<file path="config.mk">
export PLATFORM = sky130hd
export DESIGN_NAME = baud_gen_top
export DESIGN_NICKNAME = d
export VERILOG_FILES = /design/src/rtl/baud_gen_pkg.sv /design/src/rtl/baud_regs.sv /design/src/rtl/baud_ctrl.sv /design/src/rtl/baud_divider.sv /design/src/rtl/baud_gen_top.sv
export SDC_FILE = /design/constraint.sdc
export NUM_CORES = 1
export LEC_CHECK = 0
export BUFFER_PORTS_ARGS = -buffer_cell sky130_fd_sc_hd__buf_2
export CORE_MARGIN = 2
export CORE_UTILIZATION = 53
export DETAILED_ROUTE_END_ITERATION = 8
export PLACE_DENSITY = 0.85
export SLEW_MARGIN = 10
export SYNTH_ARGS = -nofsm -noshare
export SYNTH_HDL_FRONTEND = slang
export SYNTH_SLANG_ARGS = --single-unit
export TNS_END_PERCENT = 100
</file>
<file path="constraint.sdc">
create_clock -name clk -period 3.4 [get_ports clk]
set_clock_uncertainty 0.15 [all_clocks]
set_input_delay 0.68 -clock clk [delete_from_list [all_inputs] [get_ports clk]]
set_output_delay 0.68 -clock clk [all_outputs]
set_load 0.01 [all_outputs]
</file>
<file path="src/rtl/baud_gen_pkg.sv">
package baud_gen_pkg;
    typedef enum logic [1:0] {
        GEN_IDLE = 2'd0,
        GEN_HALT = 2'd1,
        GEN_RUN  = 2'd2
    } gen_state_e;
endpackage

</file>
<file path="src/rtl/baud_regs.sv">
module baud_regs #(
    parameter int DIV_W    = 13,
    parameter int DATA_W   = 8,
    parameter int RESET_LO = 4
) (
    input  logic              clk,
    input  logic              rst_n,
    input  logic              wr,
    input  logic              sel,
    input  logic [DATA_W-1:0] wdata,
    output logic [DATA_W-1:0] rdata,
    output logic [DIV_W-1:0]  br_work,
    output logic [DIV_W-1:0]  br_next,
    output logic              commit,
    output logic              brk_ie,
    output logic              edge_ie
);
    localparam int HI_W  = DIV_W - DATA_W;
    localparam int PAD_W = DATA_W - 2 - HI_W;

    logic [HI_W-1:0] hi_buf;
    logic            hi_wr;

    assign commit  = wr && sel;
    assign hi_wr   = wr && !sel;
    assign br_next = commit ? {hi_buf, wdata} : br_work;

    always_ff @(posedge clk or negedge rst_n) begin
        if (!rst_n) begin
            hi_buf  <= '0;
            brk_ie  <= 1'b0;
            edge_ie <= 1'b0;
        end else if (hi_wr) begin
            hi_buf  <= wdata[HI_W-1:0];
            brk_ie  <= wdata[DATA_W-1];
            edge_ie <= wdata[DATA_W-2];
        end
    end

    always_ff @(posedge clk or negedge rst_n) begin
        if (!rst_n) begin
            br_work <= DIV_W'(RESET_LO);
        end else begin
            br_work <= br_next;
        end
    end

    always_comb begin
        if (sel) begin
            rdata = br_work[DATA_W-1:0];
        end else begin
            rdata = {brk_ie, edge_ie, {PAD_W{1'b0}}, br_work[DIV_W-1:DATA_W]};
        end
    end

    // a high-byte write alone never disturbs the working divisor
    p_hi_hold_r2: assert property (@(posedge clk) disable iff (!rst_n)
        hi_wr |=> $stable(br_work));
endmodule

</file>
<file path="src/rtl/baud_ctrl.sv">
module baud_ctrl
    import baud_gen_pkg::*;
#(
    parameter int DIV_W = 13
) (
    input  logic             clk,
    input  logic             rst_n,
    input  logic             rx_en,
    input  logic             tx_en,
    input  logic [DIV_W-1:0] br_next,
    output logic             run,
    output logic             run_next
);
    gen_state_e state_q, state_d;
    logic       any_en;
    logic       div_ok;

    assign any_en = rx_en || tx_en;
    assign div_ok = (br_next != '0);

    always_comb begin
        state_d = state_q;
        unique case (state_q)
            GEN_IDLE: begin
                if (any_en && div_ok)       state_d = GEN_RUN;   // wake
                else if (any_en)            state_d = GEN_HALT;  // wake_zero
            end
            GEN_HALT: begin
                if (!any_en)                state_d = GEN_IDLE;  // sleep
                else if (div_ok)            state_d = GEN_RUN;   // resume
            end
            GEN_RUN: begin
                if (!any_en)                state_d = GEN_IDLE;  // sleep
                else if (!div_ok)           state_d = GEN_HALT;  // zeroed
            end
            default:                        state_d = GEN_IDLE;
        endcase
    end

    always_ff @(posedge clk or negedge rst_n) begin
        if (!rst_n) state_q <= GEN_IDLE;
        else        state_q <= state_d;
    end

    always_comb begin
        run      = (state_q == GEN_RUN);
        run_next = (state_d == GEN_RUN);
    end

    // the idle state is left only when an enable is present
    p_idle_wake_r7: assert property (@(posedge clk) disable iff (!rst_n)
        (state_q == GEN_IDLE && !any_en) |=> (state_q == GEN_IDLE));
endmodule

</file>
<file path="src/rtl/baud_divider.sv">
module baud_divider #(
    parameter int DIV_W = 13,
    parameter int OVS   = 16
) (
    input  logic             clk,
    input  logic             rst_n,
    input  logic             run,
    input  logic             run_next,
    input  logic             restart,
    input  logic [DIV_W-1:0] br_work,
    output logic             sample_tick,
    output logic             bit_tick
);
    localparam int              OVS_W   = (OVS > 1) ? $clog2(OVS) : 1;
    localparam logic [DIV_W-1:0] ONE    = DIV_W'(1);
    localparam logic [OVS_W-1:0] OVS_TOP = OVS_W'(OVS - 1);

    logic [DIV_W-1:0] presc;
    logic [OVS_W-1:0] ovs;
    logic             presc_wrap;
    logic             clear;

    assign presc_wrap = (presc == br_work - ONE);
    assign clear      = restart || !run || !run_next;

    always_ff @(posedge clk or negedge rst_n) begin
        if (!rst_n) begin
            presc <= '0;
            ovs   <= '0;
        end else if (clear) begin
            presc <= '0;
            ovs   <= '0;
        end else if (presc_wrap) begin
            presc <= '0;
            ovs   <= (ovs == OVS_TOP) ? '0 : ovs + OVS_W'(1);
        end else begin
            presc <= presc + ONE;
        end
    end

    always_comb begin
        sample_tick = run && presc_wrap;
        bit_tick    = sample_tick && (ovs == OVS_TOP);
    end

    // while running the prescaler stays below the committed divisor
    p_presc_bound_r4: assert property (@(posedge clk) disable iff (!rst_n)
        run |-> (presc < br_work));
endmodule

</file>
<file path="src/rtl/baud_gen_top.sv">
module baud_gen_top #(
    parameter int DIV_W    = 13,
    parameter int DATA_W   = 8,
    parameter int OVS      = 16,
    parameter int RESET_LO = 4
) (
    input  logic              clk,
    input  logic              rst_n,
    input  logic              reg_wr,
    input  logic              reg_sel,
    input  logic [DATA_W-1:0] reg_wdata,
    output logic [DATA_W-1:0] reg_rdata,
    input  logic              rx_en,
    input  logic              tx_en,
    output logic              sample_tick,
    output logic              bit_tick,
    output logic              brk_irq_en,
    output logic              edge_irq_en
);
    logic [DIV_W-1:0] br_work;
    logic [DIV_W-1:0] br_next;
    logic             commit;
    logic             run;
    logic             run_next;

    baud_regs #(.DIV_W(DIV_W), .DATA_W(DATA_W), .RESET_LO(RESET_LO)) regs_i (
        .clk     (clk),
        .rst_n   (rst_n),
        .wr      (reg_wr),
        .sel     (reg_sel),
        .wdata   (reg_wdata),
        .rdata   (reg_rdata),
        .br_work (br_work),
        .br_next (br_next),
        .commit  (commit),
        .brk_ie  (brk_irq_en),
        .edge_ie (edge_irq_en)
    );

    baud_ctrl #(.DIV_W(DIV_W)) ctrl_i (
        .clk      (clk),
        .rst_n    (rst_n),
        .rx_en    (rx_en),
        .tx_en    (tx_en),
        .br_next  (br_next),
        .run      (run),
        .run_next (run_next)
    );

    baud_divider #(.DIV_W(DIV_W), .OVS(OVS)) div_i (
        .clk         (clk),
        .rst_n       (rst_n),
        .run         (run),
        .run_next    (run_next),
        .restart     (commit),
        .br_work     (br_work),
        .sample_tick (sample_tick),
        .bit_tick    (bit_tick)
    );

    // a zero divisor yields no ticks
    p_zero_silent_r6: assert property (@(posedge clk) disable iff (!rst_n)
        (br_work == '0) |-> (!sample_tick && !bit_tick));

    // with both enables low the next cycle carries no tick
    p_enable_gate_r7: assert property (@(posedge clk) disable iff (!rst_n)
        (!rx_en && !tx_en) |=> !sample_tick);

    // ticks are single-cycle unless the divisor is one
    p_tick_gap_r4: assert property (@(posedge clk) disable iff (!rst_n)
        (sample_tick && br_work != DIV_W'(1) && !commit) |=> !sample_tick);

    // a bit tick never appears without a sample tick
    p_bit_in_sample_r5: assert property (@(posedge clk) disable iff (!rst_n)
        bit_tick |-> sample_tick);
endmodule

</file>
==> flow_metrics.env <==
export IMPL_status="finished with violations"
export IMPL_violations="negative setup slack"
export IMPL_fin_crit_sh_pct=102
export IMPL_vias=1991
export IMPL_synth_avg_cell_area_um2=10.4
export IMPL_final_antenna_net_count=0
export IMPL_syn_nets=244
export IMPL_pin_count=26
export IMPL_fillers=307
export IMPL_yosys_area_top_type="dfrtp_1"
export IMPL_rsz0062_at_grt="true"
export IMPL_path_buf_inv=2
export IMPL_clockRootBuffer="clkbuf_8"
export IMPL_overflow=0
export IMPL_cts_sink_count=39
export IMPL_async_flop_share_pct=100
export IMPL_cts_max_path_buffers=2
export IMPL_fmax_ghz=0.289
export IMPL_holdWs_ns=0.339
export IMPL_p_int_mw=0.978
export IMPL_leakage_nw=1.22
export IMPL_firstDrtPassIters=4
export IMPL_grt_pass1_vias=1942
export IMPL_r2r_setup_slack_ns=0.15
export IMPL_vias_per_cell=6.18
export IMPL_worst_path_largest_cell_delay_ns=0.52
export IMPL_core_um2=4320
export IMPL_p_total_mw=1.40
export IMPL_critPathCaptureType="output port"
export IMPL_grt_pass1_wl_mm=9.34
export IMPL_slowest_stage="or4_4"
export IMPL_setup_violations_final=2
export IMPL_dp_hpwl_mm=3.86
export IMPL_synth_flop_cell="dfrtp_1"
export IMPL_synth_cell_types=49
export IMPL_synth_edff_count=0
export IMPL_clkTransAtPathRegs_ns=0.07
export IMPL_synth_top_cells_by_count="dfrtp_1 (38), mux2_2 (26), nor3_1 (17), xor2_1 (15), xnor2_1 (12)"
export IMPL_finalWorstSetupSlack_ns=-0.0653
export IMPL_fin_setup_tns_ns=-0.110
export IMPL_ff2ff_path_depth=12
export IMPL_fin_crit_ns=3.47
export IMPL_diodes=0
export IMPL_path_class="flop to output port"
export IMPL_cellPowerDensity_nw_per_um2=487
export IMPL_crit_required_ns=2.57
export IMPL_gp_congestion=0.891
export IMPL_finalHoldViolCount=0
export IMPL_cp_cell_sequence="or4_4 > buf_4 > nor4_1 > a41o_1 > o32ai_2 > nor2_2 > and4b_1 > buf_2"
export IMPL_yosysMostFrequentCell="dfrtp_1"
export IMPL_die_height_um=70.8
export IMPL_critPathTopFamily="simple AND/OR/NAND/NOR gates"
export IMPL_fp_row_count=24
export IMPL_netlist_instances=227
export IMPL_slew_viol_final=0
export IMPL_drcViolationCount=0
export IMPL_nNetsFinal=286
export IMPL_dpl_cell_area_um2=2600
export IMPL_yosys_area_top_type_share_pct=40.2
export IMPL_drt_iter0_drc=99
export IMPL_tightest_slew_ns=0.864
export IMPL_synth_yosys_seq_area_share_pct=41.3
export IMPL_critPathLaunchType="flop"
export IMPL_routedWlPerCell_um=18.3
export IMPL_cap_violations=0
export IMPL_io_buffers=25
export IMPL_hold_class="input pin to async pin"
export IMPL_syn2layout_area_growth_pct=21.4
export IMPL_h_tree_depth=2
export IMPL_ir_drop_mv=0.349
export IMPL_synth_area_leaders="dfrtp_1 (40%), mux2_2 (12%), xor2_1 (5.6%), xnor2_1 (4.4%), nor3_1 (3.6%)"
export IMPL_layout_drive_gt1_share_pct=39.3
export IMPL_regToRegEndpoint="div_i.presc[1]"
export IMPL_clkPwrFrac_pct=33.0
export IMPL_cts_tree="done"
export IMPL_grt_antenna_before_repair=0
export IMPL_dieArea_um2=5010
export IMPL_seq_power_share_pct=40.7
export IMPL_grt_start_max_net_pins=40
export IMPL_combPwrFrac_pct=26.3
export IMPL_synth_seq_cells=39
export IMPL_initial_core_util_pct=54.7
export IMPL_clk_latency_ns=0.30
export IMPL_wl_mm=5.88
export IMPL_r2r_start="regs_i.br_work[0]"
export IMPL_worstPathArrival_ns=2.64
export IMPL_fin_area_um2=2870
export IMPL_numCtsBuffers=5
export IMPL_synth_area_um2=2360
export IMPL_fp_dieW_um=70.8
export IMPL_path_max_fanout=4
export IMPL_synth_warnings=0
export IMPL_swShare_pct=30.0
export IMPL_timing_slew_headroom_pct=42.4
export IMPL_p_sw_mw=0.418
export IMPL_grtUsageTotal_pct=24.0
logic make-up (layout without fill, tap and decap cells):
logic type / Yosys count / in the layout / synth area share [%]
fa+ha+maj: 3 / 3 / 1.59
mux: 26 / 26 / 12.4
simple gates: 85 / 85 / 22.1
buf+inv: 20 / 63 / 3.65
xor+xnor: 27 / 27 / 10.0
flops: 39 / 39 / 41.3
compound gates: 27 / 27 / 8.89
worst max path at each step:
stage | startpoint | to | slack (ns) | cells past startpoint
2_1_floorplan | regs_i.br_work[4] | bit_tick | 0.09 | 7
3_3_place_gp | regs_i.br_work[0] | bit_tick | 0.22 | 9
3_5_place_dp | regs_i.br_work[0] | bit_tick | 0.24 | 9
4_1_cts | regs_i.br_work[7] | bit_tick | -0.07 | 7
5_1_grt | regs_i.br_work[1] | bit_tick | -0.20 | 9
6_report | regs_i.br_work[0] | bit_tick | -0.07 | 8
metrics by stage:
step	worst slack, ns	std cells	util (%)
floorplan	0.0908	227	-
global placement	0.218	304	60.2
detailed placement	0.237	304	60.2
CTS	-0.0652	322	65.2
global route	-0.197	322	66.3
finish	-0.0653	322	66.3
sequential cells by signal (all words and copies together), names as in the netlist:
signal,flops
ctrl_i.state_q,2
div_i.ovs,4
div_i.presc,13
regs_i.br_work,13
regs_i.brk_ie,1
regs_i.edge_ie,1
regs_i.hi_buf,5
power by group through the flow:
stage	Clock [mW]	Sequential, mW	Combinational, mW
floorplan	0	0.546	0.233
global placement	0	0.570	0.318
detailed placement	0	0.573	0.325
CTS	0.465	0.564	0.342
global route	0.481	0.574	0.392
finish	0.461	0.568	0.368
placed cells by master, fill, tap and decap left out, types with 3 or more instances in the layout:
master and count:
a21oi_1 5, and2_1 4, and3_1 6, buf_2 25, buf_4 26, clkbuf_8 5
dfrtp_1 37, ha_1 3, inv_1 4, mux2_2 26, nand2_1 7, nand3_1 8
nand4_1 4, nor2_1 4, nor2b_1 4, nor3_1 12, nor3_2 5, nor4_1 6
nor4b_1 3, o21ai_0 6, or3_1 3, or4_1 3, xnor2_1 12, xor2_1 15
layout make-up:
class / count / area (um2) / share of cell area, %
Clock inverter: 3 / 67.6 / 2.35
Inverter: 4 / 15.0 / 0.523
Tap cell: 52 / 65.1 / 2.27
Clock buffer: 5 / 68.8 / 2.40
Sequential cell: 39 / 978 / 34.1
Timing Repair Buffer: 51 / 320 / 11.2
Multi-Input combinational cell: 168 / 1350 / 47.2
layer usage:
| metal | track usage, % | part of all wire (%) | routed length (um) | vias to the layer above |
|---|---|---|---|---|
| li1 | - | - | - | 912 |
| met1 | 29.3 | 40 | 2370 | 991 |
| met2 | 39.5 | 50 | 2960 | 68 |
| met3 | 5.84 | 5.9 | 348 | 20 |
| met4 | 12.8 | 3.6 | 212 | 0 |
| met5 | 0 | 0 | 0 | - |
timing repair:
| action | in CTS | in global routing |
|---|---|---|
| gates resized for setup | 3 | 9 |
| buffers inserted | 10 | 1 |
| endpoints found under the setup margin | 2 | 16 |
| hold buffers | 0 | 0 |
| pin swaps | 8 | 4 |
No activity file was read; power rests on OpenSTA's default activity.
